File: src/rtl/clkcfg_pkg.sv
package clkcfg_pkg;

    localparam int BYTE_W = 8;

    typedef enum logic [3:0] {
        ST_IDLE,
        ST_ADDR,
        ST_ADDR_ACK,
        ST_CMD,
        ST_CMD_ACK,
        ST_CNT,
        ST_CNT_ACK,
        ST_WDAT,
        ST_WDAT_ACK,
        ST_RDAT,
        ST_RDAT_ACK,
        ST_SKIP
    } smb_state_e;

endpackage

File: src/rtl/clkcfg_line_sync.sv
module clkcfg_line_sync #(
    parameter int STAGES = 2
) (
    input  logic clk,
    input  logic rst_n,
    input  logic scl_i,
    input  logic sda_i,
    output logic scl_s,
    output logic sda_s,
    output logic scl_rise,
    output logic scl_fall,
    output logic start_det,
    output logic stop_det
);

    logic [STAGES-1:0] scl_chain;
    logic [STAGES-1:0] sda_chain;
    logic              scl_p;
    logic              sda_p;

    // Idle bus is high on both lines, so every stage resets to one.
    always_ff @(posedge clk or negedge rst_n) begin
        if (!rst_n) begin
            scl_chain <= '1;
            sda_chain <= '1;
            scl_p     <= 1'b1;
            sda_p     <= 1'b1;
        end else begin
            scl_chain <= {scl_chain[STAGES-2:0], scl_i};
            sda_chain <= {sda_chain[STAGES-2:0], sda_i};
            scl_p     <= scl_chain[STAGES-1];
            sda_p     <= sda_chain[STAGES-1];
        end
    end

    assign scl_s     = scl_chain[STAGES-1];
    assign sda_s     = sda_chain[STAGES-1];
    assign scl_rise  = scl_s & ~scl_p;
    assign scl_fall  = ~scl_s & scl_p;
    assign start_det = scl_s & scl_p & sda_p & ~sda_s;
    assign stop_det  = scl_s & scl_p & ~sda_p & sda_s;

endmodule

File: src/rtl/clkcfg_regbank.sv
module clkcfg_regbank #(
    parameter int          NUM_BYTES = 8,
    parameter int          STRAP_W   = 3,
    parameter logic [7:0]  ID_VALUE  = 8'h08,
    localparam int         IDX_W     = $clog2(NUM_BYTES),
    localparam int         WR_BYTES  = NUM_BYTES - 1
) (
    input  logic                   clk,
    input  logic                   rst_n,
    input  logic                   wr_en,
    input  logic [IDX_W-1:0]       wr_idx,
    input  logic [7:0]             wr_data,
    input  logic [STRAP_W-1:0]     strap,
    input  logic [6:0]             rd_idx,
    output logic [7:0]             rd_data,
    output logic                   raw_mode,
    output logic [NUM_BYTES*8-1:0] cfg_flat
);

    localparam int         STRAP_BYTE = NUM_BYTES - 2;
    localparam int         MODE_BYTE  = NUM_BYTES - 3;
    localparam int         MODE_BIT   = 7;
    localparam logic [6:0] RD_LIMIT   = 7'(NUM_BYTES);

    function automatic logic [7:0] reset_value(input int idx);
        if (idx == 0 || idx == 2) return 8'hFF;
        if (idx == 1)             return 8'hFE;
        if (idx == STRAP_BYTE)    return 8'h18;
        return 8'h00;
    endfunction

    function automatic logic [7:0] write_mask(input int idx);
        if (idx == STRAP_BYTE) return ~8'((1 << STRAP_W) - 1);
        return 8'hFF;
    endfunction

    logic [7:0] view [NUM_BYTES];

    genvar g;
    generate
        for (g = 0; g < WR_BYTES; g++) begin : g_byte
            localparam logic [7:0] RST_V = reset_value(g);
            localparam logic [7:0] MASK  = write_mask(g);
            logic [7:0] q;

            always_ff @(posedge clk or negedge rst_n) begin
                if (!rst_n)
                    q <= RST_V;
                else if (wr_en && wr_idx == IDX_W'(g))
                    q <= (wr_data & MASK) | (q & ~MASK);
            end

            // Unwritable bits come from the strap pins instead of storage.
            assign view[g] = (q & MASK) | ({{(8-STRAP_W){1'b0}}, strap} & ~MASK);
        end
    endgenerate

    assign view[NUM_BYTES-1] = ID_VALUE;

    generate
        for (g = 0; g < NUM_BYTES; g++) begin : g_flat
            assign cfg_flat[g*8 +: 8] = view[g];
        end
    endgenerate

    assign rd_data  = (rd_idx < RD_LIMIT) ? view[rd_idx[IDX_W-1:0]] : 8'h00;
    assign raw_mode = view[MODE_BYTE][MODE_BIT];

endmodule

File: src/rtl/clkcfg_smb_slave.sv
module clkcfg_smb_slave
    import clkcfg_pkg::*;
#(
    parameter int         NUM_BYTES   = 8,
    parameter int         STRAP_W     = 3,
    parameter logic [6:0] DEV_ADDR    = 7'h69,
    parameter logic [7:0] ID_VALUE    = 8'h08,
    parameter int         SYNC_STAGES = 2
) (
    input  logic                   clk,
    input  logic                   rst_n,
    input  logic                   scl_i,
    input  logic                   sda_i,
    output logic                   sda_oe,
    input  logic [STRAP_W-1:0]     strap_fs,
    output logic [NUM_BYTES*8-1:0] cfg_flat
);

    localparam int         IDX_W    = $clog2(NUM_BYTES);
    localparam logic [6:0] WR_LIMIT = 7'(NUM_BYTES - 1);
    localparam logic [7:0] BLK_CNT  = 8'(NUM_BYTES);
    localparam logic [3:0] BITS     = 4'd8;

    logic scl_s, sda_s, scl_rise, scl_fall, start_det, stop_det;

    clkcfg_line_sync #(.STAGES(SYNC_STAGES)) u_sync (
        .clk       (clk),
        .rst_n     (rst_n),
        .scl_i     (scl_i),
        .sda_i     (sda_i),
        .scl_s     (scl_s),
        .sda_s     (sda_s),
        .scl_rise  (scl_rise),
        .scl_fall  (scl_fall),
        .start_det (start_det),
        .stop_det  (stop_det)
    );

    smb_state_e st_q, st_d;
    logic [3:0] bit_q, bit_d;
    logic [7:0] sh_q, sh_d;
    logic       rw_q, rw_d;
    logic       pend_q, pend_d;
    logic       lim_q, lim_d;
    logic [7:0] left_q, left_d;
    logic [6:0] ptr_q, ptr_d;
    logic       nack_q, nack_d;

    logic             wr_en;
    logic [IDX_W-1:0] wr_idx;
    logic [7:0]       rd_data;
    logic             raw_mode;
    logic             byte_done;

    clkcfg_regbank #(
        .NUM_BYTES (NUM_BYTES),
        .STRAP_W   (STRAP_W),
        .ID_VALUE  (ID_VALUE)
    ) u_bank (
        .clk      (clk),
        .rst_n    (rst_n),
        .wr_en    (wr_en),
        .wr_idx   (wr_idx),
        .wr_data  (sh_q),
        .strap    (strap_fs),
        .rd_idx   (ptr_q),
        .rd_data  (rd_data),
        .raw_mode (raw_mode),
        .cfg_flat (cfg_flat)
    );

    assign byte_done = (bit_q == BITS);

    function automatic logic [6:0] ptr_next(input logic [6:0] p);
        return (p == 7'h7F) ? p : p + 7'd1;
    endfunction

    // State register and datapath registers.
    always_ff @(posedge clk or negedge rst_n) begin
        if (!rst_n) begin
            st_q   <= ST_IDLE;
            bit_q  <= '0;
            sh_q   <= '0;
            rw_q   <= 1'b0;
            pend_q <= 1'b0;
            lim_q  <= 1'b0;
            left_q <= '0;
            ptr_q  <= '0;
            nack_q <= 1'b0;
        end else begin
            st_q   <= st_d;
            bit_q  <= bit_d;
            sh_q   <= sh_d;
            rw_q   <= rw_d;
            pend_q <= pend_d;
            lim_q  <= lim_d;
            left_q <= left_d;
            ptr_q  <= ptr_d;
            nack_q <= nack_d;
        end
    end

    // Next-state and datapath.
    always_comb begin
        st_d   = st_q;
        bit_d  = bit_q;
        sh_d   = sh_q;
        rw_d   = rw_q;
        pend_d = pend_q;
        lim_d  = lim_q;
        left_d = left_q;
        ptr_d  = ptr_q;
        nack_d = nack_q;

        if (stop_det) begin
            st_d = ST_IDLE;
        end else if (start_det) begin
            st_d  = ST_ADDR;
            bit_d = '0;
        end else begin
            unique case (st_q)
                ST_IDLE, ST_SKIP: begin
                end

                ST_ADDR, ST_CMD, ST_CNT, ST_WDAT: begin
                    if (scl_rise && !byte_done) begin
                        sh_d  = {sh_q[6:0], sda_s};
                        bit_d = bit_q + 4'd1;
                    end else if (scl_fall && byte_done) begin
                        bit_d = '0;
                        if (st_q == ST_ADDR) begin
                            if (sh_q[7:1] == DEV_ADDR) begin
                                rw_d = sh_q[0];
                                st_d = ST_ADDR_ACK;
                            end else begin
                                st_d = ST_SKIP;
                            end
                        end else if (st_q == ST_CMD) begin
                            ptr_d  = sh_q[7] ? sh_q[6:0] : 7'd0;
                            pend_d = ~sh_q[7] & ~raw_mode;
                            lim_d  = ~sh_q[7] & ~raw_mode;
                            st_d   = ST_CMD_ACK;
                        end else if (st_q == ST_CNT) begin
                            left_d = sh_q;
                            pend_d = 1'b0;
                            st_d   = ST_CNT_ACK;
                        end else begin
                            ptr_d = ptr_next(ptr_q);
                            if (lim_q && left_q != 8'd0)
                                left_d = left_q - 8'd1;
                            st_d = ST_WDAT_ACK;
                        end
                    end
                end

                ST_ADDR_ACK: begin
                    if (scl_fall) begin
                        bit_d = '0;
                        if (rw_q) begin
                            if (pend_q) begin
                                sh_d   = BLK_CNT;
                                pend_d = 1'b0;
                            end else begin
                                sh_d  = rd_data;
                                ptr_d = ptr_next(ptr_q);
                            end
                            st_d = ST_RDAT;
                        end else begin
                            st_d = ST_CMD;
                        end
                    end
                end

                ST_CMD_ACK: begin
                    if (scl_fall) begin
                        bit_d = '0;
                        st_d  = pend_q ? ST_CNT : ST_WDAT;
                    end
                end

                ST_CNT_ACK, ST_WDAT_ACK: begin
                    if (scl_fall) begin
                        bit_d = '0;
                        st_d  = ST_WDAT;
                    end
                end

                ST_RDAT: begin
                    if (scl_fall) begin
                        if (bit_q == 4'd7) begin
                            bit_d = '0;
                            st_d  = ST_RDAT_ACK;
                        end else begin
                            sh_d  = {sh_q[6:0], 1'b0};
                            bit_d = bit_q + 4'd1;
                        end
                    end
                end

                ST_RDAT_ACK: begin
                    if (scl_rise)
                        nack_d = sda_s;
                    if (scl_fall) begin
                        if (nack_q) begin
                            st_d = ST_SKIP;
                        end else begin
                            sh_d  = rd_data;
                            ptr_d = ptr_next(ptr_q);
                            bit_d = '0;
                            st_d  = ST_RDAT;
                        end
                    end
                end

                default: st_d = ST_IDLE;
            endcase
        end
    end

    // Outputs.
    always_comb begin
        sda_oe = 1'b0;
        wr_en  = 1'b0;
        wr_idx = ptr_q[IDX_W-1:0];
        unique case (st_q)
            ST_ADDR_ACK, ST_CMD_ACK, ST_CNT_ACK, ST_WDAT_ACK: sda_oe = 1'b1;
            ST_RDAT: sda_oe = ~sh_q[7];
            ST_WDAT: wr_en = scl_fall && byte_done && !start_det && !stop_det
                             && (ptr_q < WR_LIMIT)
                             && (!lim_q || left_q != 8'd0);
            default: begin
            end
        endcase
    end

endmodule

File: config.mk
export PLATFORM = sky130hd
export DESIGN_NAME = clkcfg_smb_slave
export DESIGN_NICKNAME = d
export VERILOG_FILES = /design/src/rtl/clkcfg_pkg.sv /design/src/rtl/clkcfg_line_sync.sv /design/src/rtl/clkcfg_regbank.sv /design/src/rtl/clkcfg_smb_slave.sv
export SDC_FILE = /design/constraint.sdc
export NUM_CORES = 1
export LEC_CHECK = 0
export BUFFER_PORTS_ARGS = -buffer_cell sky130_fd_sc_hd__buf_4
export CAP_MARGIN = 30
export CELL_PAD_IN_SITES_DETAIL_PLACEMENT = 2
export CELL_PAD_IN_SITES_GLOBAL_PLACEMENT = 2
export CORE_AREA = 2 2 122 124
export DETAILED_ROUTE_END_ITERATION = 6
export DIE_AREA = 0 0 124 126
export PLACE_DENSITY_LB_ADDON = 0.15
export SLEW_MARGIN = 20
export SYNTH_ARGS = -nofsm -noshare
export SYNTH_HDL_FRONTEND = slang
export SYNTH_SLANG_ARGS = --single-unit
File: constraint.sdc
create_clock -name clk -period 2.4 [get_ports clk]
set_input_delay 0.12 -clock clk [delete_from_list [all_inputs] [get_ports clk]]
set_output_delay 0.12 -clock clk [all_outputs]
set_load 0.02 [all_outputs]
# Word-level counts from Yosys, hierarchy flattened
# Cells that the tools add are included.
# Widths: inputs -> output; s select.
# totals
reg_bits	97
input_bits	7
output_inout_bits	65
# op_classes
n_addsub	3
magnitude_cmp	3
n_eq_ne	48
n_mux	65
bitwise	22
reduce_logical	40
# ops
cell	count
$mux 8	13
$mux 4	23
$mux 7	12
$ne 4x4->1 const B	9
$pmux 8 s4	1
$pmux 4 s7	1
$bmux 8 s3	1
$ne 2x2->1 const B	11
$pmux 7 s3	1
$reduce_and 7->1	3
$eq 4x3->1 const B	5
$eq 4x4->1 const B	5
$ne 3x3->1 const B	6
$reduce_and 9->1	2
$or 8x3->8	2
$pmux 4 s4	1
$eq 7x7->1 const B	2
$logic_and 1x1->1	14
$reduce_and 12->1	1
$not 1->1	11
$reduce_and 10->1	1
$eq 3x3->1 const B	3
$and 1x1->1	8
$eq 4x2->1 const B	2
other kinds (27)	43

# Logic depth before layout (Yosys ltp)
# Gate-level depths: netlist (run 1).
# depth
ltp_word	10
ltp_mapped	8
ltp_nobuf	7

# Cells and area by module
# From an unflattened synthesis (run 1), not the netlist that was laid out.
# unflattened
hier_cells	492
area_unflattened_um2	5385.2
# modules_own_cells
module	instances	cells_each	area_per_inst_um2	seq_area_each_um2
clkcfg_regbank	1	185	2668.8	1357.6
clkcfg_smb_slave	1	297	2526.2	875.8
clkcfg_line_sync	1	10	190.2	157.7

# Worst setup path before layout (run 1)
# No wires, ideal clock.
# synth_timing
path_type	register to register
start	register u_sync.scl_p
end	register u_bank.g_byte[6].q[5]
arrival_time_ns	2.092
setup_slack_ns	0.184
stages_incl_launch_ff	7
path_buffers	1
synth_period_minus_slack_ns	2.216
cell_sequence	dfstp_2 > nor2b_1 > clkbuf_1 > nand3_1 > a2111oi_4 > nand4_1 > mux2_2
# synth_between
elab_chain_cells	10
# synth_lines
item	line	rtl
from (decl)	clkcfg_line_sync.sv:18	logic scl_p;
from (signal assigned)	clkcfg_line_sync.sv:31	scl_p <= scl_chain[STAGES-1];
$and 1x1->1	clkcfg_line_sync.sv:40, clkcfg_line_sync.sv:41	
$and 1x1->1 (2 in a row)	clkcfg_line_sync.sv:40	assign start_det = scl_s & scl_p & sda_p & ~sda_s;
$logic_not 1->1	clkcfg_smb_slave.sv:228	ST_WDAT: wr_en = scl_fall && byte_done && !start_det && !stop_det
$logic_and 1x1->1	clkcfg_smb_slave.sv:228	
$logic_and 1x1->1 *	clkcfg_smb_slave.sv:228	
$logic_and 1x1->1 *	clkcfg_smb_slave.sv:229	&& (ptr_q < WR_LIMIT)
$logic_and 1x1->1 *	clkcfg_smb_slave.sv:230	&& (!lim_q || left_q != 8'd0);
$mux 1 *	clkcfg_smb_slave.sv:225	unique case (st_q)
$logic_and 1x1->1 *	clkcfg_regbank.sv:49	else if (wr_en && wr_idx == IDX_W'(g))
to (signal assigned)	clkcfg_regbank.sv:50	q <= (wr_data & MASK) | (q & ~MASK);
to (decl)	clkcfg_regbank.sv:44	logic [7:0] q;
# Every way passes the cells marked *; elsewhere a longest branch is shown, timed or not.
# A chain may end at the register's enable or synchronous reset.

# Worst setup path after layout (run 1)
# layout_timing
start	register bit_q[0]
end	register bit_q[3]
# layout_between
elab_chain_cells	6
# layout_lines
item	line	rtl
from (decl)	clkcfg_smb_slave.sv:40	logic [3:0] bit_q, bit_d;
from (signal assigned)	clkcfg_smb_slave.sv:92	bit_q <= bit_d;
parallel branches: the longest is 6 deep, another holds $add 4x1->4	--	
# Several ways; the timed one is not identified. The select of a mux whose other input is x is not followed.

==> out/metrics.yaml, run 1 <==
ctsRootBufferMaster: "clkbuf_16"
die_height_um: 126
fin_cells: 773
total_leakage_power_nw: 3.00
final_antenna_net_count: 0
cts_sinks: 94
swShare_pct: 38.3
fin_area_um2: 6660
crit_chain: "ha_1, and3b_1, o32a_1, o32ai_2, buf_4, or3b_2, o311ai_2"
cellPowerDensity_nw_per_um2: 811
cap_viol_max_count: 0
synthTopCellsByArea: "dfrtp_1 (29%), dfstp_2 (15%), mux2_2 (15%), mux4_2 (3.4%), a21oi_1 (3.1%)"
cp_data_required_time_ps: 2660
r2r_cells: 7
start_kind: "register"
synth_ff_type: "dfrtp_1"
post_drt_wl_per_cell_um: 22.6
finalMaxSlewViolations: 0
reg2reg_from: "bit_q[0]"
p_int_mw: 3.34
dpl.cell_count: 750
hold_class: "input pin to async pin"
pwr-share-clk_pct: 27.9
crit_start: "bit_q[0]"
dr.pass1.iters: 4
period_minus_slack_ps: 2300
antenna_found_initial: 0
reg2reg_slack_ps: 100
cp_data_arrival_time_ps: 2560
power.switching_mw: 2.07
grt-ovfl-total: 0
core.rowCount: 44
hold_violations: 0
vias: 4377
syn_avg_cell_area_um2: 10.6
initial_core_util_pct: 37.6
crit_path_max_fanout: 3
status: "finished, final reports clean"
yosysSeqAreaShare_pct: 44.5
worstSetupEndpointType: "register"
clkTransAtPathRegs_ps: 70
final.period_utilization_pct: 95.7
area_delta_synth_final_pct: 23.8
yosysTopAreaCell: "dfrtp_1"
fillers: 1482
synthCells: 506
clk-insertion-delay-late_ps: 360
cts.htree.levels: 3
relSlewSlack_pct: 53.6
setup_ws_ps: 104
core-area_um2: 14300
netlist_area_um2: 5380
total_power_mw: 5.40
dieArea_um2: 15600
cts_buffers: 9
grt_pass1_wl_um: 28300
combPwrFrac_pct: 37.2
critical_path.max_stage_delay_ps: 490
drt_iter0_markers: 182
clk_path_buf_depth: 2
drive_gt1_share_pct: 42.4
wirelength_um: 17500
synth_edf_count: 0
ys_warn_count: 0
die_w_um: 124
synthArstFlopShare_pct: 100
dp.final_hpwl_um: 12100
via_per_inst: 5.66
finClkSkew_ps: 8.60
diodes: 0
ys_types: 67
layout.nets: 600
tns_ps: 0
synth_top_area_share_pct: 29.3
cp_slowest_cell: "or3b_2"
crit-reg2reg-capture: "bit_q[3]"
dp_slack_ps: -127
port_buffers: 63
ys_ff_latch: 94
ios: 72
drc: 0
rsz0062_at_grt: "false"
place_area_um2: 6210
p_seq_share_pct: 35.0
worstSetupPathType: "register to register"
cts_tree: "yes"
grt_usage_pct: 23.9
vdd_drop_max_mv: 0.411
grt_pass1_vias: 4872
max_freq_ghz: 0.436
setup_viol: 0
worst_slew_pin_slew_ps: 693
grt_start_max_net_pins: 67
gp_congestion: 0.843
==> flip-flops by register name, indices dropped and copies added, names as in the netlist <==
register	cells
bit_q	4
left_q	8
lim_q	1
nack_q	1
pend_q	1
ptr_q	7
rw_q	1
sh_q	8
st_q	4
u_bank.g_byte.q	53
u_sync.scl_chain	2
u_sync.scl_p	1
u_sync.sda_chain	2
u_sync.sda_p	1
==> per-layer routing <==
layer  GRT usage (%)  vias to the layer above  share of wire (%)
met4            7.20                        0                2.0
met3            3.99                       21                2.7
met2            39.3                       75                 51
li1                -                     2005                  -
met5               0                        -                  0
met1            32.1                     2276                 45
==> worst max-delay path: cells and delay by family (launching register included) <==
family / cells / cell delay (ps)
AO/OA/AOI/OAI: 3 / 730
AND/OR/NAND/NOR: 2 / 700
flip-flops: 1 / 400
adder cells (fa/ha/maj): 1 / 220
buffers and inverters: 1 / 150
==> synth_stat cells (6+ instances only) <==
library cell	number
a21oi_1	33
a221oi_1	6
a22o_1	9
buf_4	12
clkbuf_1	29
dfrtp_1	63
dfstp_2	31
ha_1	9
inv_1	16
mux2_2	70
mux2i_1	7
mux4_2	8
nand2_1	26
nand2b_1	7
nand3_1	16
nor2_1	31
nor2b_1	10
nor3_1	10
o21ai_0	28
==> logic make-up (layout without fill, tap and decap cells) <==
family | Yosys count | in the layout | synth area share (%)
adder cells (fa/ha/maj) | 9 | 9 | 2.09
other | 2 | 8 | 0.140
AO/OA/AOI/OAI | 116 | 116 | 14.6
AND/OR/NAND/NOR | 137 | 137 | 13.9
multiplexers | 85 | 85 | 19.3
flip-flops | 94 | 94 | 44.5
XOR/XNOR | 2 | 2 | 0.326
buffers and inverters | 61 | 138 | 5.17
==> final cells by class <==
class                   count  area (um^2)  share of cell area, %
multi-input cells         357         2810                   42.2
flip-flops and latches     94         2390                   35.9
repair buffers            106          861                   12.9
well taps                 184          230                   3.46
clock buffers               9          225                   3.38
clock inverters             7         78.8                   1.18
inverters                  16         60.1                  0.902
==> cell usage in the layout, fill, tap and decap left out, drive strengths merged, types with 7 or more instances in the layout <==
cell type,synthesis,layout
conb,2,8
a22o,9,9
dfstp,31,31
mux2i,7,7
clkbuf,29,9
o21ai,28,28
a21oi,33,33
nand2,26,26
mux2,70,70
nor2b,10,10
nand2b,7,7
nand3,20,20
nor3,10,10
dfrtp,63,63
mux4,8,8
nor2,31,31
buf,16,103
ha,9,9
inv,16,20
==> power by group through the flow <==
stage	sequential (mW)	clock, mW	combinational (mW)
3_5_place_dp	1.92	0	1.97
3_3_place_gp	1.91	0	1.91
6_report	1.89	1.51	2.01
5_1_grt	1.91	1.62	2.20
4_1_cts	1.89	1.55	1.99
2_1_floorplan	1.80	0	1.28
==> timing repair <==
action                                  CTS  global route
endpoints found under the setup margin   54            42
resized for setup                         7            10
hold buffers                              3             0
endpoints found under the hold margin    24             0
setup buffers                             4             0
pin swaps                                 3             1
==> worst max path at each step <==
stage	slack [ps]	cells past startpoint	end
final	100	7	bit_q[3]
after CTS	20	7	bit_q[3]
after floorplan	180	6	u_bank.g_byte[6].q[5]
after global routing	2	7	bit_q[3]
after detailed placement	-130	7	u_bank.g_byte[4].q[4]
after global placement	-80	7	u_bank.g_byte[4].q[3]
==> per-stage QoR <==
step	hold WS, ps	util (%)
global route	269	46.5
CTS	246	46.2
global placement	81.2	43.4
floorplan	-176	-
detailed placement	87.2	43.4
finish	235	46.5
Power figures use the tool's default switching activity.
==> inputs of run 2 (changes only) <==
- MAX_ROUTING_LAYER: unset -> met4
==> out/metrics.yaml, run 2 (synthesized netlist as in run 1, its figures left out) <==
antenna_found_initial: 0
layout_commonest_cell: "buf_4"
layout.nets: 600
core-area_um2: 14300
final_antenna_net_count: 0
total_power_mw: 5.40
finClkSkew_ps: 8.60
total_leakage_power_nw: 3.00
cp_data_arrival_time_ps: 2560
cellPowerDensity_nw_per_um2: 812
dp.final_hpwl_um: 12100
dr.pass1.iters: 4
crit_chain: "ha_1, and3b_1, o32a_1, o32ai_2, buf_4, or3b_2, o311ai_2"
core.rowCount: 44
gp_congestion: 0.856
critical_path.max_stage_delay_ps: 490
drc: 0
cpLargestDelayFamily: "compound AO/OA/AOI/OAI gates"
vdd_drop_max_mv: 0.411
max_freq_ghz: 0.435
fin_util_pct: 46.5
grt-ovfl-total: 0
worst_slew_pin_slew_ps: 671
largest_register_ffs: 53
start_kind: "register"
vias: 4404
final_cell_mix: "buf_4 (98), mux2_2 (70), dfrtp_1 (63), a21oi_1 (32), dfstp_2 (31)"
initial_core_util_pct: 37.6
clk-insertion-delay-late_ps: 350
via_per_inst: 5.70
drt_iter0_markers: 186
grt_usage_pct: 24.6
setup_viol: 0
hold_class: "input pin to async pin"
worstSetupPathType: "register to register"
reg2reg_from: "bit_q[0]"
wirelength_um: 17500
dieArea_um2: 15600
cp_data_required_time_ps: 2660
cts_buffers: 9
cts_tree: "yes"
cts.htree.levels: 3
status: "finished, final reports clean"
diodes: 0
die_w_um: 124
post_drt_wl_per_cell_um: 22.7
ctsRootBufferMaster: "clkbuf_16"
die_height_um: 126
cap_viol_max_count: 0
relSlewSlack_pct: 55.1
finalMaxSlewViolations: 0
cp_slowest_cell: "or3b_2"
path_buf_inv: 1
crit_start: "bit_q[0]"
hold_violations: 0
crit_path_max_fanout: 3
drive_gt1_share_pct: 42.3
clkTransAtPathRegs_ps: 70
regMostFlops: "u_bank.g_byte.q"
period_minus_slack_ps: 2300
largestRegisters: "u_bank.g_byte.q x53, left_q x8, sh_q x8"
grt_start_max_net_pins: 67
grt_pass1_wl_um: 28300
final.period_utilization_pct: 95.9
grt_pass1_vias: 4867
area_delta_synth_final_pct: 23.7
clk_path_buf_depth: 2
port_buffers: 63
cts_sinks: 94
worstSetupEndpointType: "register"
ios: 72
-- run 2: cell types whose count changed in the layout (fill, tap and decap cells not counted) --
cell,previous run,this run
buf_6,2,1
buf_4,97,98
ha_1,8,9
ha_2,1,0
-- run 2: where the power goes --
group | switching (mW) | internal (mW)
registers | 0.180 | 1.71
logic | 1.20 | 0.803
clock network | 0.686 | 0.824
total | 2.07 | 3.33
-- run 2: area by class of cell --
class                   count  area, um^2
clock buffers               9         225
clock inverters             7        78.8
fillers                  1485        7660
inverters                  16        60.1
multi-input cells         357        2810
flip-flops and latches     94        2390
well taps                 184         230
repair buffers            106         857
-- run 2: path summary, 6_finish.rpt --
check / to / slack [ps] / depth (start not counted)
min in group clk: u_sync.sda_chain[1] / 360 / 0
max in group asynchronous: u_bank.g_byte[6].q[4] / 1400 / 3
worst max-delay path: bit_q[3] / 100 / 7
worst max register to register: bit_q[3] / 100 / 7
worst min-delay path: nack_q / 240 / 2
worst min register to register: u_sync.sda_chain[1] / 360 / 0
-- run 2: metrics by stage --
step           hold WS, ps  cells  TNS (ps)  worst slack, ps  instance area, um^2
2_1_floorplan         -176    512         0              184                 5400
5_1_grt                274    773     -2.10            -2.10                 6650
3_5_place_dp          87.2    750     -3760             -127                 6210
4_1_cts                246    773         0             20.7                 6610
6_report               238    773         0             99.0                 6650
3_3_place_gp          81.2    750     -2250            -78.6                 6210
-- run 2: worst reg2reg max path: cells and delay by family (launching register included) --
| family | cells | cell delay [ps] |
|---|---|---|
| AO/OA/AOI/OAI | 3 | 730 |
| AND/OR/NAND/NOR | 2 | 700 |
| adder cells (fa/ha/maj) | 1 | 220 |
| buffers and inverters | 1 | 150 |
| flip-flops | 1 | 400 |
-- run 2: what timing repair did --
action	CTS	global route
setup endpoints to repair	54	42
pin swaps	3	0
hold buffers	3	0
resized for setup	7	8
buffers inserted	4	0
endpoints found under the hold margin	24	0
-- run 2: metal layers --
metal  share of wire [%]  global-route usage [%]
met1                  45                    32.1
met2                  50                    39.6
met4                 2.2                    8.39
met3                 2.5                    2.85
met5                   0                       -
==> inputs of run 3 (changes only) <==
- clock period: 2.4 -> 2.38 ns (I/O delays scaled with it)
==> out/metrics.yaml, run 3 (synthesized netlist as in run 1, its figures left out) <==
core.rowCount: 44
p_int_mw: 3.45
dp.final_hpwl_um: 12800
hold_class: "input pin to async pin"
regMostFlops: "u_bank.g_byte.q"
grt_start_max_net_pins: 46
core-area_um2: 14300
cp_data_required_time_ps: 2660
largest_register_ffs: 53
fillers: 1463
multi_input_area_um2: 2820
pwr-share-clk_pct: 27.6
dr.pass1.iters: 4
drt_iter0_markers: 162
hold_violations: 0
dpl.cell_count: 754
finClkSkew_ps: 12.3
clk-insertion-delay-late_ps: 360
die_height_um: 126
total_power_mw: 5.60
grt_usage_pct: 25.7
vias: 4497
period_minus_slack_ps: 2320
dieArea_um2: 15600
final.period_utilization_pct: 97.6
initial_core_util_pct: 37.6
relSlewSlack_pct: 56.1
layout.nets: 606
port_buffers: 63
top_layer_used: "met4"
place_area_um2: 6240
final_antenna_net_count: 0
grt_pass1_wl_um: 29400
cts_sinks: 94
max_freq_ghz: 0.430
wirelength_um: 18600
status: "finished, final reports clean"
die_w_um: 124
drc: 0
layout_commonest_cell: "buf_4"
combPwrFrac_pct: 37.7
wl_met2_um: 9670
swShare_pct: 38.4
cts_buffers: 9
seq_area_um2: 2390
grt-ovfl-total: 0
worstSetupEndpointType: "register"
finalMaxSlewViolations: 0
area_delta_synth_final_pct: 25.0
fin_area_um2: 6720
setup_viol: 0
cts.htree.levels: 3
p_seq_share_pct: 34.6
vdd_drop_max_mv: 0.444
final_cell_mix: "buf_4 (103), mux2_2 (69), dfrtp_1 (63), a21oi_1 (32), dfstp_2 (31)"
cts_tree: "yes"
wl_met3_um: 526
cp_data_arrival_time_ps: 2610
drive_gt1_share_pct: 43.7
worstSetupPathType: "register to register"
ios: 72
ctsRootBufferMaster: "clkbuf_16"
grt_pass1_vias: 4978
fin_cells: 779
wl_met1_um: 7960
clk_path_buf_depth: 2
clkTransAtPathRegs_ps: 70
fin_util_pct: 47.0
antenna_found_initial: 0
worst_slew_pin_slew_ps: 656
power.switching_mw: 2.15
post_drt_wl_per_cell_um: 23.9
diodes: 0
cap_viol_max_count: 0
largestRegisters: "u_bank.g_byte.q x53, left_q x8, sh_q x8"
start_kind: "register"
total_leakage_power_nw: 3.04
cellPowerDensity_nw_per_um2: 833
tns_ps: 0
crit_path_max_fanout: 8
via_per_inst: 5.77
gp_congestion: 0.846
## run 3: changes by cell type in the layout (fill, tap and decap cells not counted), moves of 2 or more
cell,delta
nor2b_1,-2
nor2b_2,+2
nand3_2,+2
buf_4,+5
nand3_4,-2
## run 3: layer usage
metal  global-route usage (%)  vias to the layer above
met2                     42.7                      102
met4                     8.06                        0
met5                        -                        -
met3                     3.71                       31
met1                     32.2                     2351
li1                         -                     2013
## run 3: worst max-delay path, stage by stage (launching register included)
cell and delay, ps:
dfrtp_1 390, inv_1 120, ha_4 150, and3b_2 240, nand3_4 100, a2111oi_4 320
buf_6 190, buf_4 130, nand3_2 230, mux2_2 380
## run 3: timing repair
action                                 in CTS  in global routing
pin swaps                                   2                  3
resized for setup                           5                 17
setup endpoints to repair                  53                 41
endpoints found under the hold margin      22                  0
hold buffers                                3                  0
buffers inserted                            2                  4
## run 3: power groups by stage
stage          registers (mW)  clock network [mW]  logic, mW
6_report                 1.94                1.55       2.11
4_1_cts                  1.94                1.57       2.04
5_1_grt                  1.97                1.64       2.31
3_5_place_dp             1.97                   0       2.02
2_1_floorplan            1.82                   0       1.29
3_3_place_gp             1.96                   0       1.95
## run 3: path summary, 6_finish.rpt
kind | slack, ps | endpoint | startpoint | cells past startpoint
worst min register to register | 360 | u_sync.scl_chain[1] | u_sync.scl_chain[0] | 0
min in group clk | 360 | u_sync.scl_chain[1] | u_sync.scl_chain[0] | 0
worst min-delay path | 250 | bit_q[2] | rst_n | 2
worst max-delay path | 60 | u_bank.g_byte[2].q[7] | bit_q[1] | 9
max in group asynchronous | 1400 | u_bank.g_byte[6].q[4] | rst_n | 3
worst max register to register | 60 | u_bank.g_byte[2].q[7] | bit_q[1] | 9
## run 3: per-stage QoR
stage | setup slack, ps | hold WS [ps]
after floorplan | 164 | -177
after global placement | -82.1 | 84.3
after detailed placement | -150 | 93.0
after CTS | 8.94 | 261
after global routing | -43.1 | 286
final | 56.4 | 250
## run 3: cell type report
cell class,count,area share [%]
clock buffer,10,3.55
clock inverter,6,1.12
inverter,16,0.893
multi-input combinational,357,42.0
sequential,94,35.6
tap,184,3.42
timing repair buffer,112,13.5
